[src/rtl/lt_pkg.sv]
package lt_pkg;
   localparam int STAT_BYTES = 6;
   localparam int STAT_W     = STAT_BYTES * 8;
   localparam int ALIGN_BYTE = 2;
   localparam int ALIGN_BIT  = 0;
   localparam int ADJ_BYTE0  = 4;
   localparam int NIB_LOCK   = 0;
   localparam int NIB_EQ_W   = 3;

   localparam int SETTLE_US  = 400;
   localparam int CR_POLL_US = 100;
   localparam int EQ_POLL_US = 400;
   localparam int STEP_US    = 4000;

   typedef enum logic [1:0] {
      OP_PAT_WR  = 2'd0,
      OP_SET_WR  = 2'd1,
      OP_STAT_RD = 2'd2
   } lt_op_e;

   typedef enum logic [1:0] {
      TP_OFF = 2'd0,
      TP_1   = 2'd1,
      TP_2   = 2'd2,
      TP_3   = 2'd3
   } lt_pat_e;

   typedef enum logic [1:0] {
      W_SETTLE = 2'd0,
      W_CR     = 2'd1,
      W_EQ     = 2'd2
   } lt_wait_e;

   // training byte: [1:0] swing, [2] swing at top, [4:3] pre-emphasis, [5] pre-emphasis at top
   function automatic logic [7:0] pack_train(input logic [1:0] sw, input logic [1:0] pe);
      return {2'b00, (pe == 2'd3), pe, (sw == 2'd3), sw};
   endfunction
endpackage

[src/rtl/lt_wait_timer.sv]
module lt_wait_timer
   import lt_pkg::*;
#(
   parameter int CLKS_PER_US = 250,
   parameter int ITV_W       = 8,
   localparam longint MAXV   = longint'(STEP_US) * ((longint'(1) << ITV_W) - 1) * CLKS_PER_US,
   localparam int CNT_W      = $clog2(MAXV + 1)
)(
   input  logic             clk,
   input  logic             rst_n,
   input  logic             load,
   input  lt_wait_e         kind,
   input  logic [ITV_W-1:0] itv,
   output logic             expired
);
   logic [CNT_W-1:0] lval;
   logic [CNT_W-1:0] cnt_q;
   logic             run_q;
   logic [CNT_W-1:0] step_len;

   assign step_len = CNT_W'(itv) * CNT_W'(STEP_US * CLKS_PER_US);

   always_comb begin
      unique case (kind)
         W_CR:    lval = (itv == '0) ? CNT_W'(CR_POLL_US * CLKS_PER_US) : step_len;
         W_EQ:    lval = (itv == '0) ? CNT_W'(EQ_POLL_US * CLKS_PER_US) : step_len;
         default: lval = CNT_W'(SETTLE_US * CLKS_PER_US);
      endcase
   end

   always_ff @(posedge clk or negedge rst_n) begin
      if (!rst_n) begin
         run_q <= 1'b0;
         cnt_q <= '0;
      end else if (load) begin
         run_q <= 1'b1;
         cnt_q <= lval - CNT_W'(1);
      end else if (run_q) begin
         if (cnt_q == '0) run_q <= 1'b0;
         else             cnt_q <= cnt_q - CNT_W'(1);
      end
   end

   assign expired = run_q & (cnt_q == '0);

   // a running wait counts down by one each cycle
   p_tick_r2: assert property (@(posedge clk) disable iff (!rst_n)
      (run_q && !load && cnt_q != '0) |=> (cnt_q == $past(cnt_q) - CNT_W'(1)))
      else $error("wait counter skipped");
endmodule

[src/rtl/lt_lane_eval.sv]
module lt_lane_eval
   import lt_pkg::*;
#(
   parameter int MAX_LANES = 4,
   localparam int LCNT_W   = $clog2(MAX_LANES + 1)
)(
   input  logic [STAT_W-1:0] stat,
   input  logic [LCNT_W-1:0] lanes,
   output logic              lock_all,
   output logic              eq_all,
   output logic [1:0]        sw_max,
   output logic [1:0]        pe_max
);
   logic [MAX_LANES-1:0] act;
   logic [MAX_LANES-1:0] lock;
   logic [MAX_LANES-1:0] eqd;
   logic [1:0]           sw [MAX_LANES];
   logic [1:0]           pe [MAX_LANES];
   logic                 stat_unused;

   for (genvar n = 0; n < MAX_LANES; n++) begin : g_lane
      localparam int NIB_LSB = (n / 2) * 8 + (n % 2) * 4;
      localparam int ADJ_LSB = (ADJ_BYTE0 + n / 2) * 8 + (n % 2) * 4;
      assign act[n]  = (LCNT_W'(n) < lanes);
      assign lock[n] = stat[NIB_LSB + NIB_LOCK];
      assign eqd[n]  = &stat[NIB_LSB +: NIB_EQ_W];
      assign sw[n]   = stat[ADJ_LSB +: 2];
      assign pe[n]   = stat[ADJ_LSB + 2 +: 2];
   end

   assign stat_unused = ^stat;
   assign lock_all    = &(lock | ~act);
   assign eq_all      = stat[ALIGN_BYTE * 8 + ALIGN_BIT] & (&(eqd | ~act));

   always_comb begin
      sw_max = 2'd0;
      pe_max = 2'd0;
      for (int n = 0; n < MAX_LANES; n++) begin
         if (act[n] && sw[n] > sw_max) sw_max = sw[n];
         if (act[n] && pe[n] > pe_max) pe_max = pe[n];
      end
   end
endmodule

[src/rtl/lt_seq.sv]
module lt_seq
   import lt_pkg::*;
#(
   parameter int MAX_LANES       = 4,
   parameter int CLKS_PER_US     = 250,
   parameter int ITV_W           = 8,
   parameter int CR_REPEAT_LIMIT = 5,
   parameter int EQ_TRY_LIMIT    = 5,
   localparam int LCNT_W         = $clog2(MAX_LANES + 1),
   localparam int CRT_W          = $clog2(CR_REPEAT_LIMIT + 1),
   localparam int EQT_W          = $clog2(EQ_TRY_LIMIT + 2)
)(
   input  logic              clk,
   input  logic              rst_n,
   input  logic              start,
   input  logic [LCNT_W-1:0] lanes,
   input  logic              tps3_cap,
   input  logic [ITV_W-1:0]  rd_itv,
   output logic              req_valid,
   input  logic              req_ready,
   output logic [1:0]        req_op,
   output logic [7:0]        req_wdata,
   input  logic              rsp_valid,
   input  logic              rsp_err,
   input  logic [STAT_W-1:0] rsp_stat,
   output logic [1:0]        tp_sel,
   output logic [7:0]        train_set,
   output logic              cr_ok,
   output logic              eq_ok,
   output logic              done
);
   if (MAX_LANES < 1 || MAX_LANES > 4) begin : g_bad_lanes
      $error("MAX_LANES must lie in 1..4");
   end
   if (ITV_W < 1 || ITV_W > 8) begin : g_bad_itv
      $error("ITV_W must lie in 1..8");
   end
   if (CLKS_PER_US < 1 || CR_REPEAT_LIMIT < 1 || EQ_TRY_LIMIT < 0) begin : g_bad_limits
      $error("timing and retry parameters out of range");
   end

   typedef enum logic [3:0] {
      S_IDLE, S_OFF, S_CR_PAT, S_CR_SET, S_CR_SETTLE, S_CR_WAIT, S_CR_RD, S_CR_ADJ,
      S_EQ_PAT, S_EQ_WAIT, S_EQ_RD, S_EQ_ADJ, S_FIN_WAIT, S_FIN_OFF, S_DONE
   } st_e;

   st_e               state_q;
   logic              issued_q;
   logic [LCNT_W-1:0] lanes_q;
   logic              tps3_q;
   logic [ITV_W-1:0]  itv_q;
   logic [7:0]        train_q;
   lt_pat_e           tp_q;
   logic [1:0]        prev_sw_q;
   logic              prev_v_q;
   logic [CRT_W-1:0]  cr_tries_q;
   logic [EQT_W-1:0]  eq_tries_q;
   logic              cr_ok_q, eq_ok_q;
   logic              t_load_q;
   lt_wait_e          t_kind_q;
   logic              t_exp;

   logic              xact;
   lt_op_e            op_c;
   logic [7:0]        wd_c;
   logic              fire, xend;
   logic              lock_all, eq_all;
   logic [1:0]        sw_max, pe_max;
   logic [7:0]        adj_byte;
   logic              same_sw;

   lt_wait_timer #(.CLKS_PER_US(CLKS_PER_US), .ITV_W(ITV_W)) u_timer (
      .clk(clk), .rst_n(rst_n), .load(t_load_q), .kind(t_kind_q), .itv(itv_q), .expired(t_exp)
   );

   lt_lane_eval #(.MAX_LANES(MAX_LANES)) u_eval (
      .stat(rsp_stat), .lanes(lanes_q), .lock_all(lock_all), .eq_all(eq_all),
      .sw_max(sw_max), .pe_max(pe_max)
   );

   assign adj_byte = pack_train(sw_max, pe_max);
   assign same_sw  = prev_v_q && (train_q[1:0] == prev_sw_q);

   always_comb begin
      xact = 1'b0;
      op_c = OP_PAT_WR;
      wd_c = 8'h00;
      unique case (state_q)
         S_OFF, S_FIN_OFF:             begin xact = 1'b1; op_c = OP_PAT_WR;  wd_c = {6'b0, TP_OFF}; end
         S_CR_PAT:                     begin xact = 1'b1; op_c = OP_PAT_WR;  wd_c = {6'b0, TP_1};   end
         S_EQ_PAT:                     begin xact = 1'b1; op_c = OP_PAT_WR;  wd_c = {6'b0, tp_q};   end
         S_CR_SET, S_CR_ADJ, S_EQ_ADJ: begin xact = 1'b1; op_c = OP_SET_WR;  wd_c = train_q;        end
         S_CR_RD, S_EQ_RD:             begin xact = 1'b1; op_c = OP_STAT_RD;                         end
         default: ;
      endcase
   end

   assign req_valid = xact & ~issued_q;
   assign req_op    = op_c;
   assign req_wdata = wd_c;
   assign fire      = req_valid & req_ready;
   assign xend      = xact & issued_q & rsp_valid;

   always_ff @(posedge clk or negedge rst_n) begin
      if (!rst_n) begin
         state_q    <= S_IDLE;
         issued_q   <= 1'b0;
         lanes_q    <= '0;
         tps3_q     <= 1'b0;
         itv_q      <= '0;
         train_q    <= 8'h00;
         tp_q       <= TP_OFF;
         prev_sw_q  <= 2'd0;
         prev_v_q   <= 1'b0;
         cr_tries_q <= '0;
         eq_tries_q <= '0;
         cr_ok_q    <= 1'b0;
         eq_ok_q    <= 1'b0;
         t_load_q   <= 1'b0;
         t_kind_q   <= W_SETTLE;
      end else begin
         t_load_q <= 1'b0;
         if (fire)      issued_q <= 1'b1;
         else if (xend) issued_q <= 1'b0;

         unique case (state_q)
            S_IDLE: if (start) begin
               lanes_q <= lanes;
               tps3_q  <= tps3_cap;
               itv_q   <= rd_itv;
               cr_ok_q <= 1'b0;
               eq_ok_q <= 1'b0;
               state_q <= S_OFF;
            end
            S_OFF: if (xend) begin
               tp_q    <= TP_1;
               train_q <= 8'h00;
               state_q <= S_CR_PAT;
            end
            S_CR_PAT: if (xend) state_q <= S_CR_SET;
            S_CR_SET: if (xend) begin
               cr_tries_q <= '0;
               prev_v_q   <= 1'b0;
               t_load_q   <= 1'b1;
               t_kind_q   <= W_SETTLE;
               state_q    <= S_CR_SETTLE;
            end
            S_CR_SETTLE: if (t_exp) begin
               t_load_q <= 1'b1;
               t_kind_q <= W_CR;
               state_q  <= S_CR_WAIT;
            end
            S_CR_WAIT: if (t_exp) state_q <= S_CR_RD;
            S_CR_RD: if (xend) begin
               if (rsp_err || lock_all || train_q[2] ||
                   (same_sw && cr_tries_q + CRT_W'(1) >= CRT_W'(CR_REPEAT_LIMIT))) begin
                  cr_ok_q    <= ~rsp_err & lock_all;
                  tp_q       <= tps3_q ? TP_3 : TP_2;
                  eq_tries_q <= '0;
                  state_q    <= S_EQ_PAT;
               end else begin
                  cr_tries_q <= same_sw ? cr_tries_q + CRT_W'(1) : '0;
                  prev_sw_q  <= train_q[1:0];
                  prev_v_q   <= 1'b1;
                  train_q    <= adj_byte;
                  state_q    <= S_CR_ADJ;
               end
            end
            S_CR_ADJ: if (xend) begin
               t_load_q <= 1'b1;
               t_kind_q <= W_CR;
               state_q  <= S_CR_WAIT;
            end
            S_EQ_PAT: if (xend) begin
               t_load_q <= 1'b1;
               t_kind_q <= W_EQ;
               state_q  <= S_EQ_WAIT;
            end
            S_EQ_WAIT: if (t_exp) state_q <= S_EQ_RD;
            S_EQ_RD: if (xend) begin
               if (rsp_err || eq_all || eq_tries_q > EQT_W'(EQ_TRY_LIMIT)) begin
                  eq_ok_q  <= ~rsp_err & eq_all;
                  t_load_q <= 1'b1;
                  t_kind_q <= W_SETTLE;
                  state_q  <= S_FIN_WAIT;
               end else begin
                  train_q    <= adj_byte;
                  eq_tries_q <= eq_tries_q + EQT_W'(1);
                  state_q    <= S_EQ_ADJ;
               end
            end
            S_EQ_ADJ: if (xend) begin
               t_load_q <= 1'b1;
               t_kind_q <= W_EQ;
               state_q  <= S_EQ_WAIT;
            end
            S_FIN_WAIT: if (t_exp) state_q <= S_FIN_OFF;
            S_FIN_OFF: if (xend) begin
               tp_q    <= TP_OFF;
               state_q <= S_DONE;
            end
            S_DONE:  state_q <= S_IDLE;
            default: state_q <= S_IDLE;
         endcase
      end
   end

   assign tp_sel    = tp_q;
   assign train_set = train_q;
   assign cr_ok     = cr_ok_q;
   assign eq_ok     = eq_ok_q;
   assign done      = (state_q == S_DONE);

   // an unaccepted request keeps its opcode and payload
   p_req_hold_r1: assert property (@(posedge clk) disable iff (!rst_n)
      (req_valid && !req_ready) |=> (req_valid && $stable(req_op) && $stable(req_wdata)))
      else $error("request changed before acceptance");

   // end-of-sequence marker lasts one cycle
   p_done_pulse_r11: assert property (@(posedge clk) disable iff (!rst_n)
      done |=> !done)
      else $error("done held longer than one cycle");

   // transmitter pattern is off whenever the sequencer rests
   p_idle_tp_off_r11: assert property (@(posedge clk) disable iff (!rst_n)
      (state_q == S_IDLE) |-> (tp_sel == 2'd0))
      else $error("pattern left on while idle");

   // the repeat counter stops before reaching its limit
   p_cr_tries_r5: assert property (@(posedge clk) disable iff (!rst_n)
      cr_tries_q < CRT_W'(CR_REPEAT_LIMIT))
      else $error("clock-lock repeat count overran");

   // equalization never exceeds one adjustment past its limit
   p_eq_tries_r9: assert property (@(posedge clk) disable iff (!rst_n)
      eq_tries_q <= EQT_W'(EQ_TRY_LIMIT + 1))
      else $error("equalization attempts overran");
endmodule

[config.mk]
export PLATFORM = sky130hd
export DESIGN_NAME = lt_seq
export DESIGN_NICKNAME = d
export VERILOG_FILES = /design/src/rtl/lt_pkg.sv /design/src/rtl/lt_wait_timer.sv /design/src/rtl/lt_lane_eval.sv /design/src/rtl/lt_seq.sv
export SDC_FILE = /design/constraint.sdc
export NUM_CORES = 1
export LEC_CHECK = 0
export BUFFER_PORTS_ARGS = -buffer_cell sky130_fd_sc_hd__buf_2
export CAP_MARGIN = 40
export CORE_MARGIN = 2
export CORE_UTILIZATION = 45
export DETAILED_ROUTE_END_ITERATION = 8
export PLACE_DENSITY = 0.65
export SYNTH_ARGS = -nofsm -noshare
export SYNTH_HDL_FRONTEND = slang
export SYNTH_SLANG_ARGS = --single-unit
[constraint.sdc]
create_clock -name clk -period 7.8 [get_ports clk]
set_input_delay 0.39 -clock clk [delete_from_list [all_inputs] [get_ports clk]]
set_output_delay 0.39 -clock clk [all_outputs]
set_load 0.1 [all_outputs]
Yosys cells after proc, flatten, opt, wreduce, memory -nomap -nowiden --
Cells that the tools add are included.
Word-level totals: flip-flop bits (word level) 70, latch bits 0, bits in writable memories 0, ROM bits 0, bits of input ports 66, output and inout port bits 24, memories 0
Operators by class: add/sub/neg operators 4, multipliers 1, divide/modulo/power cells 0, $lt $le $gt $ge 14, eq/ne operators 37, shifts and indexed selects 0, mux-type cells 80, bitwise logic cells 14, reduce and logical (&&, ||, !) cells 49
Operators with widths (number):
- $mux W28 | 5
- $mux W4 | 14
- $pmux W28 S2 | 1
- $sub A28 B1 Y28 const B | 2
- $pmux W4 S13 | 1
- $pmux W8 S3 | 2
- $mux W8 | 5
- $ne A2 B2 Y1 const B | 17
- $mux W2 | 16
- $eq A4 B4 Y1 const B | 7
- $logic_not A28 Y1 | 1
- $mux W3 | 9
- $mul A8 B14 Y22 const B | 1
- $reduce_and A4 Y1 | 5
- $mux W1 | 18
- $eq A4 B3 Y1 const B | 4
- $reduce_and A3 Y1 | 5
- $reduce_and A13 Y1 | 1
- $gt A2 B2 Y1 | 6
- $pmux W3 S2 | 2
- $reduce_bool A2 Y1 | 6
- $logic_and A1 B1 Y1 | 10
- $pmux W2 S5 | 1
- $reduce_and A5 Y1 | 2
- other kinds (32) | 58

Longest topological paths before layout --
depth after elaboration 16, mapped depth 22

Modules after synthesis --
Synthesis repeated with hierarchy kept, for this count alone.
Second synthesis, totals: cells, all modules 819, area, all modules 7103.1 um^2
Modules (own cells, without submodules):
- lt_wait_timer | instances 1, cells each 509, area an instance 4225.3 um^2, seq. area each 725.7 um^2
- lt_seq | instances 1, cells each 222, area an instance 2288.4 um^2, seq. area each 975.9 um^2
- lt_lane_eval | instances 1, cells each 88, area an instance 589.3 um^2, seq. area each 0.0 um^2

Least setup slack after synthesis --
Ideal clock, no wire load.
path type register to register, start point reg itv_q[4], end point reg u_timer.cnt_q[27], arrival 4699 ps, data required time 7666 ps, slack 2967 ps, stages on the path, launching flop included 16, buffers on the path 0, cells stage by stage dfrtp_1 -> fa_1 -> ha_1 -> inv_1 -> fa_1 -> fa_1 -> inv_1 -> ha_1 -> or4_1 -> o221a_1 -> o41ai_1 -> mux2i_1 -> nand3_1 -> nor3_4 -> mux2i_1 -> o211ai_2
Between the ends: longest elaborated chain between the ends 5
RTL lines:
- start, declared | RTL line lt_seq.sv:51 | logic [ITV_W-1:0] itv_q;
- start signal, assigned | RTL line lt_seq.sv:130 | itv_q <= rd_itv;
- $mul A8 B14 Y22 or $logic_not A8 Y1 (tied branches) | RTL line lt_wait_timer.sv:21, lt_wait_timer.sv:25, lt_wait_timer.sv:26
- $mux W28 (on tied branches) | RTL line lt_wait_timer.sv:26, lt_wait_timer.sv:25
- $pmux W28 S2 (*) | RTL line lt_wait_timer.sv:24 | unique case (kind)
- $sub A28 B1 Y28 (*) | RTL line lt_wait_timer.sv:37 | cnt_q <= lval - CNT_W'(1);
- $mux W28 (*) | RTL line lt_wait_timer.sv:35 | end else if (load) begin
- end signal, assigned | RTL line lt_wait_timer.sv:37
- end signal, assigned | RTL line lt_wait_timer.sv:40 | else cnt_q <= cnt_q - CNT_W'(1);
- end, declared | RTL line lt_wait_timer.sv:17 | logic [CNT_W-1:0] cnt_q;
Every way passes the cells marked *; elsewhere a longest branch is shown, timed or not. A chain may end at the register's enable or synchronous reset.

Final worst setup path --
Ends and elaborated chain as after synthesis.

==> summary.txt <==
Layout
  – Finished layout cell area: 7500 um2
  – Ant. Diodes: 0
  – Share of cells above drive strength 1: 17.6%
  – NumNets Final: 991
  – Area Overhead vs Synth: 10.7%

CTS
  – CTS Buffer Depth: 2
  – CTS sink cnt: 68
  – Post-CTS Repair Setup Buffers: 0
  – CTS tree: yes
  – CTS Buf Count: 9
  – Clock H-tree levels: 3
  – Root buffer cell: clkbuf_16
  – Worst skew pair latency: 0.36 ns
  – Clk pin slew, worst setup/hold paths: 0.06 ns

Synthesis
  – Most common cell in the synthesized netlist: ha_1
  – Post-Syn Area: 6770 um2
  – Most frequent cells after synthesis: ha_1, inv_1, nand2_1, dfrtp_1, nor2_1
  – Syn avg cell area: 8.74 um2
  – Post-synth EDFFs: 0
  – Post-Synth Adder-Cell Area: 19.4%
  – Synth area leader: dfrtp_1
  – Synth top area share: 25.1%
  – FF+latch count, synth: 68
  – Synth unique cells: 88
  – Synth Area in Compound Gates: 20.4%
  – Async SR Flop Fraction: 100%
  – Seq/Total Area, Yosys: 25.1%
  – Post-synthesis mux area share: 5.36%
  – Count of mapped cells out of synthesis: 775
  – Largest family of logic cells by synthesized area: compound AO/OA/AOI/OAI gates
  – Fraction of the mapped netlist area in simple logic gates: 19.1%
  – Xor/xnor cell area share of the yosys netlist: 3.75%
  – Synth Warn #: 0
  – Largest cells by area after synthesis: dfrtp_1, ha_1, fa_1, mux2_2, inv_1
  – Most used DFF post-synth: dfrtp_1

Worst setup path
  – Worst path most repeated cell: fa_1
  – CP Data Required Time: 8.02 ns
  – Cell family with most CP delay: adder cells
  – CP max stage delay: 0.61 ns
  – WS Path Type: flip-flop to flip-flop
  – Setup crit start kind: flip-flop
  – Worst-path fanout max: 9
  – Worst Path Arrival: 5.55 ns
  – Buf+Inv Stages, Crit Path: 2
  – Cells along the critical path: fa_1 > ha_1 > inv_1 > fa_1 > fa_1 > inv_1 > ha_1 > or4_1 > o221a_1 > o41ai_1 > mux2i_1 > nand3_1 > nor3_4 > mux2i_1 > o211ai_2
  – Nature of the critical path endpoint: flip-flop
  – Crit-path slowest cell: dfrtp_1

Place
  – Hpwl dp: 12.6 mm
  – Buffers on Ports: 66
  – Gpl congestion: 0.848
  – Placement-stage cell area: 7200 um2

Global routing
  – First-pass GRT wire length: 27.8 mm
  – Grt total ovfl: 0
  – Antenna violations before repair: 0
  – Number of global-route vias before repair: 5762
  – Largest net degree at the start of global routing: 49
  – Global Route Usage Sum: 21.5%

Floorplanning
  – Row count: 44
  – Num ports: 90
  – Core Area: 14600 um2
  – Die width: 127 um
  – Initial Util: 46.3%
  – Die area: 16100 um2
  – Die height: 127 um

Drt
  – Post-route DRC: 0
  – Via count: 5794
  – DRT Pass-1 Iters: 5
  – DR WL/cell: 15.9 um
  – Final WL: 16.2 mm
  – Initial DRC Count: 409
  – DRT antenna net count: 0
  – Drt via density: 5.68

STA
  – Final min period: 5.33 ns
  – Slew Limit Fails: 0
  – Slew HR: 43.5%
  – Setup Skew: 0.0102 ns
  – Final worst-path cycle share: 68.4%
  – Fmax: 188 MHz
  – Worst-margin pin slew: 0.845 ns
  – Hold Fails Final Rpt: 0
  – RSZ-0062 raised after global routing: no
  – Final setup fails: 0
  – Setup_tns: 0 ns

Outcome
  – Status: finished clean

Pwr
  – Pwr dens: 105 nW/um2
  – Leakage: 0.00375 uW
  – Worst vdd ir: 108 uV

Min path
  – HP Class: input port to flip-flop

Run
  – # Max-Cap Violations: 0
==> what timing repair did <==
item                                   4_1_cts  5_1_grt
hold buffers                                 1        0
endpoints found under the hold margin       20        0
gates resized for setup                      0        0
==> worst paths after layout <==
kind,from,to,slack [ns],depth (start not counted)
max in group asynchronous,rst_n,itv_q[4],6.77,3
min in group asynchronous,rst_n,u_timer.cnt_q[0],0.48,2
min,rd_itv[1],itv_q[1],0.27,2
min reg2reg,tp_sel[1],tp_sel[1],0.50,2
max reg2reg,itv_q[4],u_timer.cnt_q[27],2.47,15
max,itv_q[4],u_timer.cnt_q[27],2.47,15
==> layout by cell type, fill, tap and decap left out, types with 13 or more instances in the layout <==
cell	synthesis	routed
nor3_1	13	13
nand2_1	69	69
xnor2_1	17	17
dfrtp_1	68	68
inv_1	72	72
nand3_1	20	20
fa_1	17	17
mux2_2	26	26
ha_1	77	77
a21oi_1	38	38
nor2_1	67	67
o21ai_0	39	39
buf_2	1	65
==> report_power, final <==
| part | switching [uW] | internal (uW) | total (uW) |
|---|---|---|---|
| registers | 0 | 353 | 353 |
| logic | 24.5 | 13.3 | 37.8 |
| clock network | 177 | 219 | 396 |
| total | 202 | 585 | 787 |
==> sequential cells by signal, indices dropped and copies added, names as in the netlist, 2 cells and up <==
signal / cells
itv_q: 8
train_set: 6
lanes_q: 3
eq_tries_q: 3
cr_tries_q: 3
tp_sel: 2
u_timer.cnt_q: 28
t_kind_q: 2
state_q: 4
prev_sw_q: 2
==> routing by layer <==
| layer | GRT usage (%) | routed length, um |
|---|---|---|
| met5 | 0 | 0 |
| met2 | 34.3 | 7340 |
| met3 | 3.96 | 691 |
| met1 | 29.7 | 7870 |
| met4 | 6.92 | 291 |
==> cell families after synthesis <==
logic type / Yosys count
mux: 33
compound gates: 193
flops: 68
fa+ha+maj: 95
buf+inv: 101
other cells: 1
simple gates: 255
xor+xnor: 29
==> final cells by class <==
class | instances | area, um2
fillers | 1465 | 7150
clock buffers | 9 | 225
repair buffers | 71 | 393
inverters | 72 | 270
flip-flops and latches | 68 | 1700
well taps | 184 | 230
clock inverters | 7 | 57.6
multi-input cells | 609 | 4620
==> through the flow <==
step,hold slack (ns),setup slack [ns],total power (uW),utilization [%],instances
4_1_cts,0.261,2.46,800,51.2,1020
3_3_place_gp,0.461,2.48,395,49.0,1001
5_1_grt,0.268,2.12,817,51.2,1020
3_5_place_dp,0.310,2.47,397,49.2,1003
6_report,0.272,2.47,787,51.2,1020
2_1_floorplan,0.0944,2.97,375,-,778
==> worst reg2reg max path, stage by stage (launching register included) <==
cell and delay, ns:
dfrtp_1 0.61, fa_1 0.53, ha_1 0.29, inv_1 0.06, fa_1 0.50, fa_1 0.54
inv_1 0.04, ha_1 0.26, or4_1 0.54, o221a_1 0.26, o41ai_1 0.38, mux2i_1 0.40
nand3_1 0.21, nor3_4 0.26, mux2i_1 0.24, o211ai_2 0.08
Note: power is estimated with default switching activity, not from simulation.
